**src/rtl/exc_pkg.sv**
```systemverilog
package exc_pkg;
  localparam int XLEN       = 32;
  localparam int RNUM_W     = 5;
  localparam int IRQ_N      = 8;
  localparam int CODE_W     = 5;
  localparam int INSN_BYTES = 4;

  localparam logic [RNUM_W-1:0] RNUM_STATUS = 5'd12;
  localparam logic [RNUM_W-1:0] RNUM_CAUSE  = 5'd13;
  localparam logic [RNUM_W-1:0] RNUM_EPC    = 5'd14;

  localparam logic [XLEN-1:0] HANDLER_ADDR = 32'h8000_0180;

  // status field positions
  localparam int ST_IM_LSB = 8;
  localparam int ST_UM     = 4;
  localparam int ST_ERL    = 2;
  localparam int ST_EXL    = 1;
  localparam int ST_IE     = 0;

  // cause field positions
  localparam int CA_BD     = 31;
  localparam int CA_PI_LSB = 8;
  localparam int CA_CODE_LSB = 2;

  typedef enum logic [CODE_W-1:0] {
    EXC_INT     = 5'd0,
    EXC_ADEL    = 5'd4,
    EXC_ADES    = 5'd5,
    EXC_IBUS    = 5'd6,
    EXC_DBUS    = 5'd7,
    EXC_SYSCALL = 5'd8,
    EXC_BREAK   = 5'd9,
    EXC_RSVD    = 5'd10,
    EXC_CPU     = 5'd11,
    EXC_OVF     = 5'd12,
    EXC_TRAP    = 5'd13,
    EXC_FPE     = 5'd15
  } exc_code_e;

  typedef struct packed {
    logic [IRQ_N-1:0] im;
    logic             um;
    logic             erl;
    logic             exl;
    logic             ie;
  } status_t;
endpackage

```
**src/rtl/exc_status_reg.sv**
```systemverilog
module exc_status_reg
  import exc_pkg::*;
(
  input  logic            clk,
  input  logic            rst_n,
  input  logic            wr_en,
  input  status_t         wfield,
  input  logic            set_exl,
  input  logic            clr_exl,
  output status_t         st,
  output logic [XLEN-1:0] rdata
);
  always_ff @(posedge clk or negedge rst_n) begin
    if (!rst_n) begin
      st.im  <= '0;
      st.um  <= 1'b0;
      st.erl <= 1'b1;
      st.exl <= 1'b0;
      st.ie  <= 1'b0;
    end else begin
      if (wr_en) st <= wfield;
      if (set_exl)      st.exl <= 1'b1;
      else if (clr_exl) st.exl <= 1'b0;
    end
  end

  always_comb begin
    rdata = '0;
    rdata[ST_IM_LSB +: IRQ_N] = st.im;
    rdata[ST_UM]  = st.um;
    rdata[ST_ERL] = st.erl;
    rdata[ST_EXL] = st.exl;
    rdata[ST_IE]  = st.ie;
  end
endmodule

```
**src/rtl/exc_cause_reg.sv**
```systemverilog
module exc_cause_reg
  import exc_pkg::*;
(
  input  logic              clk,
  input  logic              rst_n,
  input  logic [IRQ_N-1:0]  irq_lines,
  input  logic              capture,
  input  logic [CODE_W-1:0] code_in,
  input  logic              bd_in,
  output logic [IRQ_N-1:0]  pi,
  output logic [XLEN-1:0]   rdata
);
  logic [CODE_W-1:0] code_q;
  logic              bd_q;

  always_ff @(posedge clk or negedge rst_n) begin
    if (!rst_n) begin
      code_q <= '0;
      bd_q   <= 1'b0;
    end else if (capture) begin
      code_q <= code_in;
      bd_q   <= bd_in;
    end
  end

  // one sampling flop per request line
  for (genvar g = 0; g < IRQ_N; g++) begin : g_pi
    always_ff @(posedge clk or negedge rst_n) begin
      if (!rst_n) pi[g] <= 1'b0;
      else        pi[g] <= irq_lines[g];
    end
  end

  always_comb begin
    rdata = '0;
    rdata[CA_BD] = bd_q;
    rdata[CA_PI_LSB +: IRQ_N] = pi;
    rdata[CA_CODE_LSB +: CODE_W] = code_q;
  end
endmodule

```
**src/rtl/exc_epc_reg.sv**
```systemverilog
module exc_epc_reg
  import exc_pkg::*;
(
  input  logic            clk,
  input  logic            rst_n,
  input  logic            wr_en,
  input  logic [XLEN-1:0] wdata,
  input  logic            capture,
  input  logic [XLEN-1:0] fault_pc,
  input  logic            in_delay,
  output logic [XLEN-1:0] epc
);
  localparam logic [XLEN-1:0] STEP = XLEN'(INSN_BYTES);

  logic [XLEN-1:0] ret_addr;
  assign ret_addr = in_delay ? (fault_pc - STEP) : fault_pc;

  always_ff @(posedge clk or negedge rst_n) begin
    if (!rst_n)       epc <= '0;
    else if (capture) epc <= ret_addr;
    else if (wr_en)   epc <= wdata;
  end
endmodule

```
**src/rtl/exc_ctrl_regs.sv**
```systemverilog
module exc_ctrl_regs
  import exc_pkg::*;
(
  input  logic              clk,
  input  logic              rst_n,
  input  logic              csr_wr_en,
  input  logic [RNUM_W-1:0] csr_addr,
  input  logic [XLEN-1:0]   csr_wdata,
  output logic [XLEN-1:0]   csr_rdata,
  input  logic              exc_take,
  input  logic [CODE_W-1:0] exc_code,
  input  logic [XLEN-1:0]   exc_pc,
  input  logic              exc_in_delay,
  input  logic              exc_return,
  input  logic [IRQ_N-1:0]  irq_lines,
  output logic              redirect_valid,
  output logic [XLEN-1:0]   redirect_pc,
  output logic              kernel_mode,
  output logic [IRQ_N-1:0]  irq_pending
);
  status_t         st;
  status_t         st_wfield;
  logic [XLEN-1:0] st_rdata, ca_rdata, epc_q;
  logic            sw_wr, wr_status, wr_epc, do_return;

  // entry wins over software writes and over return
  assign sw_wr     = csr_wr_en && !exc_take;
  assign wr_status = sw_wr && (csr_addr == RNUM_STATUS);
  assign wr_epc    = sw_wr && (csr_addr == RNUM_EPC);
  assign do_return = exc_return && !exc_take;

  assign st_wfield.im  = csr_wdata[ST_IM_LSB +: IRQ_N];
  assign st_wfield.um  = csr_wdata[ST_UM];
  assign st_wfield.erl = csr_wdata[ST_ERL];
  assign st_wfield.exl = csr_wdata[ST_EXL];
  assign st_wfield.ie  = csr_wdata[ST_IE];

  exc_status_reg u_status (
    .clk     (clk),
    .rst_n   (rst_n),
    .wr_en   (wr_status),
    .wfield  (st_wfield),
    .set_exl (exc_take),
    .clr_exl (do_return),
    .st      (st),
    .rdata   (st_rdata)
  );

  exc_cause_reg u_cause (
    .clk       (clk),
    .rst_n     (rst_n),
    .irq_lines (irq_lines),
    .capture   (exc_take),
    .code_in   (exc_code),
    .bd_in     (exc_in_delay),
    .pi        (irq_pending),
    .rdata     (ca_rdata)
  );

  exc_epc_reg u_epc (
    .clk      (clk),
    .rst_n    (rst_n),
    .wr_en    (wr_epc),
    .wdata    (csr_wdata),
    .capture  (exc_take),
    .fault_pc (exc_pc),
    .in_delay (exc_in_delay),
    .epc      (epc_q)
  );

  always_comb begin
    unique case (csr_addr)
      RNUM_STATUS: csr_rdata = st_rdata;
      RNUM_CAUSE:  csr_rdata = ca_rdata;
      RNUM_EPC:    csr_rdata = epc_q;
      default:     csr_rdata = '0;
    endcase
  end

  assign redirect_valid = exc_take || exc_return;
  assign redirect_pc    = exc_take ? HANDLER_ADDR : epc_q;
  assign kernel_mode    = !st.um || st.exl || st.erl;
endmodule

```
**config.mk**
```make
export PLATFORM = sky130hd
export DESIGN_NAME = exc_ctrl_regs
export DESIGN_NICKNAME = d
export VERILOG_FILES = /design/src/rtl/exc_pkg.sv /design/src/rtl/exc_status_reg.sv /design/src/rtl/exc_cause_reg.sv /design/src/rtl/exc_epc_reg.sv /design/src/rtl/exc_ctrl_regs.sv
export SDC_FILE = /design/constraint.sdc
export NUM_CORES = 1
export LEC_CHECK = 0
export ABC_AREA = 0
export BUFFER_PORTS_ARGS = -buffer_cell sky130_fd_sc_hd__buf_4
export CAP_MARGIN = 20
export CORE_MARGIN = 1
export CORE_UTILIZATION = 46
export CTS_CLUSTER_DIAMETER = 80
export DETAILED_ROUTE_END_ITERATION = 6
export PLACE_DENSITY = 0.74
export SYNTH_ARGS = -nofsm -noshare
export SYNTH_HDL_FRONTEND = slang
export SYNTH_HIERARCHICAL = 1
export SYNTH_SLANG_ARGS = --single-unit
```
**constraint.sdc**
```tcl
create_clock -name clk -period 1.3 [get_ports clk]
set_clock_uncertainty 0.15 [all_clocks]
set_input_delay 0.26 -clock clk [delete_from_list [all_inputs] [get_ports clk]]
set_output_delay 0.26 -clock clk [all_outputs]
set_load 0.05 [all_outputs]
```
# After elaboration in Yosys (flattened, before gate mapping)

Index checks and enable logic that the tools add are counted.

Logic and storage cells: 39
Register bits after elaboration: 58

Multiplexer cells: 8
$add $sub $neg: 1
Reduce and logical (&&, ||, !) cells: 11
Eq/ne operators: 3

Operator list:

| operator              | count |
|---|---|
| $mux 32               | 4 |
| $pmux 32 s3           | 1 |
| $sub 32x3->32 const B | 1 |
| $eq 5x4->1 const B    | 3 |
| $logic_and 1x1->1     | 4 |
| $logic_or 1x1->1      | 3 |
| $reduce_bool 3->1     | 1 |
| $logic_not 1->1       | 2 |
| $mux 1                | 2 |
| $mux 2                | 1 |
| $reduce_bool 2->1     | 1 |

# Logic depth before layout (Yosys ltp)

Depth in word-level cells: 6
Depth in mapped cells: 7
Depth with buffers taken out: 6

# Modules after synthesis

Netlist, hierarchy kept.

By module, submodules not included:

| module         | cells each | instances | area an instance (µm²) | seq. area each (µm²) |
|---|---|---|---|---|
| exc_epc_reg    | 236        | 1         | 2118.3                 | 800.8 |
| exc_ctrl_regs  | 123        | 1         | 1207.4                 | 0.0 |
| exc_status_reg | 59         | 1         | 698.2                  | 301.5 |
| exc_cause_reg  | 49         | 1         | 658.1                  | 350.3 |

# Worst setup path before layout

Ideal clock, no wire load.

Path kind: input port to flip-flop
Start: input port exc_pc[2]
End: register u_epc.epc[22]
Stages on the path: 7
Arrival: 1.918 ns
Buffers on the path: 1
Setup time: 0.082 ns
Setup slack: -0.850 ns
Data required time: 1.068 ns
Path through: inv_1 -> ha_1 -> nand4bb_1 -> or4b_1 -> clkbuf_1 -> or4b_1 -> a31oi_1

Longest elaborated chain between the ends: 3

Ends and longest elaborated chain:

| what                 | line                | text |
|---|---|---|
| from (decl)          | exc_ctrl_regs.sv:12 | `input logic [XLEN-1:0] exc_pc,` |
| $sub 32x3->32        | exc_epc_reg.sv:16   | `assign ret_addr = in_delay ? (fault_pc - STEP) : fault_pc;` |
| $mux 32              | exc_epc_reg.sv:16   |  |
| $mux 32              | exc_epc_reg.sv:20   | `else if (capture) epc <= ret_addr;` |
| to (signal assigned) | exc_epc_reg.sv:20   |  |
| to (signal assigned) | exc_epc_reg.sv:21   | `else if (wr_en) epc <= wdata;` |
| to (decl)            | exc_epc_reg.sv:11   | `output logic [XLEN-1:0] epc` |

Every way passes these cells.
A chain may end at the register's enable or synchronous reset.

# Final worst setup path

Start: register u_epc.epc[13]
End: output port csr_rdata[13]

Longest elaborated chain between the ends: 1

Ends and longest elaborated chain:

| what        | line                | text |
|---|---|---|
| $pmux 32 s3 | exc_ctrl_regs.sv:72 | `unique case (csr_addr)` |
| to (decl)   | exc_ctrl_regs.sv:9  | `output logic [XLEN-1:0] csr_rdata,` |

Every way passes these cells.

==> flow_summary.toml <==
[power]
sequentialPowerShare = 0.299
max-vdd-ir-drop_mv = 0.571
p_leak_nw = 4.30
switchingPower_mw = 2.71
p_int_mw = 4.65
switching_share = 0.368
p_per_area_nw_per_um2 = 819
p_clk_frac = 0.255
power_frac_comb = 0.446

[timing]
tightest_slew_ns = 0.507
fin_crit_ns = 1.97
setup_viol_count_final = 118
fmax_ghz = 0.507
finalCritPeriodShare = 1.52
rsz0062_at_grt = "true"
slew-limit-headroom = 0.660
fin_ws_ns = -0.673
whs_ns = -0.00325
finalMaxSlewViolations = 0
report.final.hold_viol_count = 1

[drt]
vias_per_cell = 6.58
drtIter0Drc = 667
ant_nets = 0
drc = 0
firstDrtPassIters = 6
routedWlPerCell_um = 30.4
wirelength_um = 27900
vias = 6044

[yosys]
yosys_warnings = 6
syn_area_um2 = 4610
syn_inst = 458
avgSynthCellArea_um2 = 10.1

[place]
io_buffers = 161
hpwl_um = 11500
place_congestion = 0.941
dpl_worst_slack_ns = -0.953

[finish]
final_cell_mix = "177 x buf_4, 118 x buf_6, 54 x dfrtp_1"
final_common_cell = "buf_4"
multi_input_area_um2 = 3380
drive_gt1_frac = 0.711
nets = 871
insertedDiodeCount = 0
area_growth_pct = 94.7
fin_util = 0.923
n_fill_cell = 287
register_area_um2 = 1460

[clocking]
htree_levels = 3
cts.clk_slew.worst_paths_ns = 0.09
cts.sink_count = 58
clk-insertion-delay-late_ns = 0.36
cts_tree = "built"
cts_inserted_buffers = 9
cts-root-buf = "clkbuf_8"
clockBufferDepth = 2

[die]
io_pins = 162
die_area_um2 = 10400
coreArea_um2 = 9730
chipHeight_um = 102
start_util = 0.474
die_width_um = 102
num_rows = 36

[grt]
overflow = 0
grt_pass1_vias = 5385
grtUsageMet3 = 0.0780
gr-usage-met1 = 0.477
grt_usage = 0.405
grtUsageMet2 = 0.682
grt_max_degree = 32
antenna_found_initial = 1
grt_pass1_wl_um = 30800
grt_busiest_layer = "met2"

[worst_setup_path]
crit_type = "register to primary output"
crit_arrival_ns = 1.56
cp_max_fo = 2
crit_path_end_kind = "primary output"
crit_required_ns = 0.89
start_kind = "register"

[outcome]
outcome = "finished, violations left"
violations = "negative hold slack, negative setup slack"

[min_path]
hp-class = "input port to register"

[flow_run]
max_cap_viol_count = 0
## stage by stage
step / hold WS, ns / instance area [um^2] / std cells / TNS (ns) / total power [mW]
floorplan: -0.186 / 5310 / 494 / -29.38 / 3.53
global placement: -0.00227 / 7010 / 826 / -50.61 / 4.37
detailed placement: -0.00206 / 7010 / 826 / -52.90 / 4.42
CTS: 0.00521 / 8380 / 880 / -40.85 / 6.50
global route: -0.0110 / 8980 / 919 / -55.67 / 7.45
finish: -0.00325 / 8980 / 919 / -53.67 / 7.36
## worst paths after layout
kind / slack (ns) / cells after the start / from / to
worst max-delay path: -0.67 / 3 / u_epc/epc[13] / csr_rdata[13]
min in group asynchronous: 0.18 / 2 / rst_n / u_cause/pi[0]
worst min-delay path: -0.003 / 2 / exc_code[2] / u_cause/code_q[2]
max in group asynchronous: 0.31 / 3 / rst_n / u_epc/epc[18]
worst min register to register: 0.40 / 1 / u_cause/code_q[0] / u_cause/code_q[0]
worst max register to register: -0.39 / 5 / u_epc/epc[23] / u_epc/epc[23]
## critical path, stage by stage (launching register included)
cell and delay [ns]:
dfrtp_1 0.42, mux2_4 0.30, a32o_2 0.30, buf_6 0.18
## power by group through the flow
stage | clock network, mW | logic (mW) | registers (mW)
after floorplan | 0 | 1.38 | 2.14
after detailed placement | 0 | 2.27 | 2.14
final | 1.87 | 3.28 | 2.20
after CTS | 1.72 | 2.65 | 2.13
after global placement | 0 | 2.23 | 2.14
after global routing | 1.90 | 3.34 | 2.21
## flip-flops by register name (all words and copies together) (netlist names)
signal	flops
u_epc/epc	32
u_status/rdata	12
u_cause/code_q	5
u_cause/bd_q	1
u_cause/pi	8
## per-layer routing
metal | share of wire | up-vias | wire, um
li1 | - | 2282 | -
met1 | 0.34 | 2864 | 9480
met2 | 0.45 | 684 | 12600
met3 | 0.13 | 214 | 3650
met4 | 0.078 | 0 | 2190
met5 | 0 | - | 0
## what timing repair did
item,CTS,global route
hold buffers,13,0
endpoints found under the hold margin,70,0
pin swaps,38,22
resized for setup,190,98
setup endpoints to repair,118,119
gates cloned,8,0
setup buffers,24,52
## cell type report
class / count / share of cell area
clock buffers: 11 / 0.0169
clock inverters: 4 / 0.00571
inverters: 2 / 0.00279
multi-input cells: 347 / 0.376
flip-flops and latches: 58 / 0.162
well taps: 133 / 0.0185
repair buffers: 364 / 0.418
No activity file was read; power rests on OpenSTA's default activity.
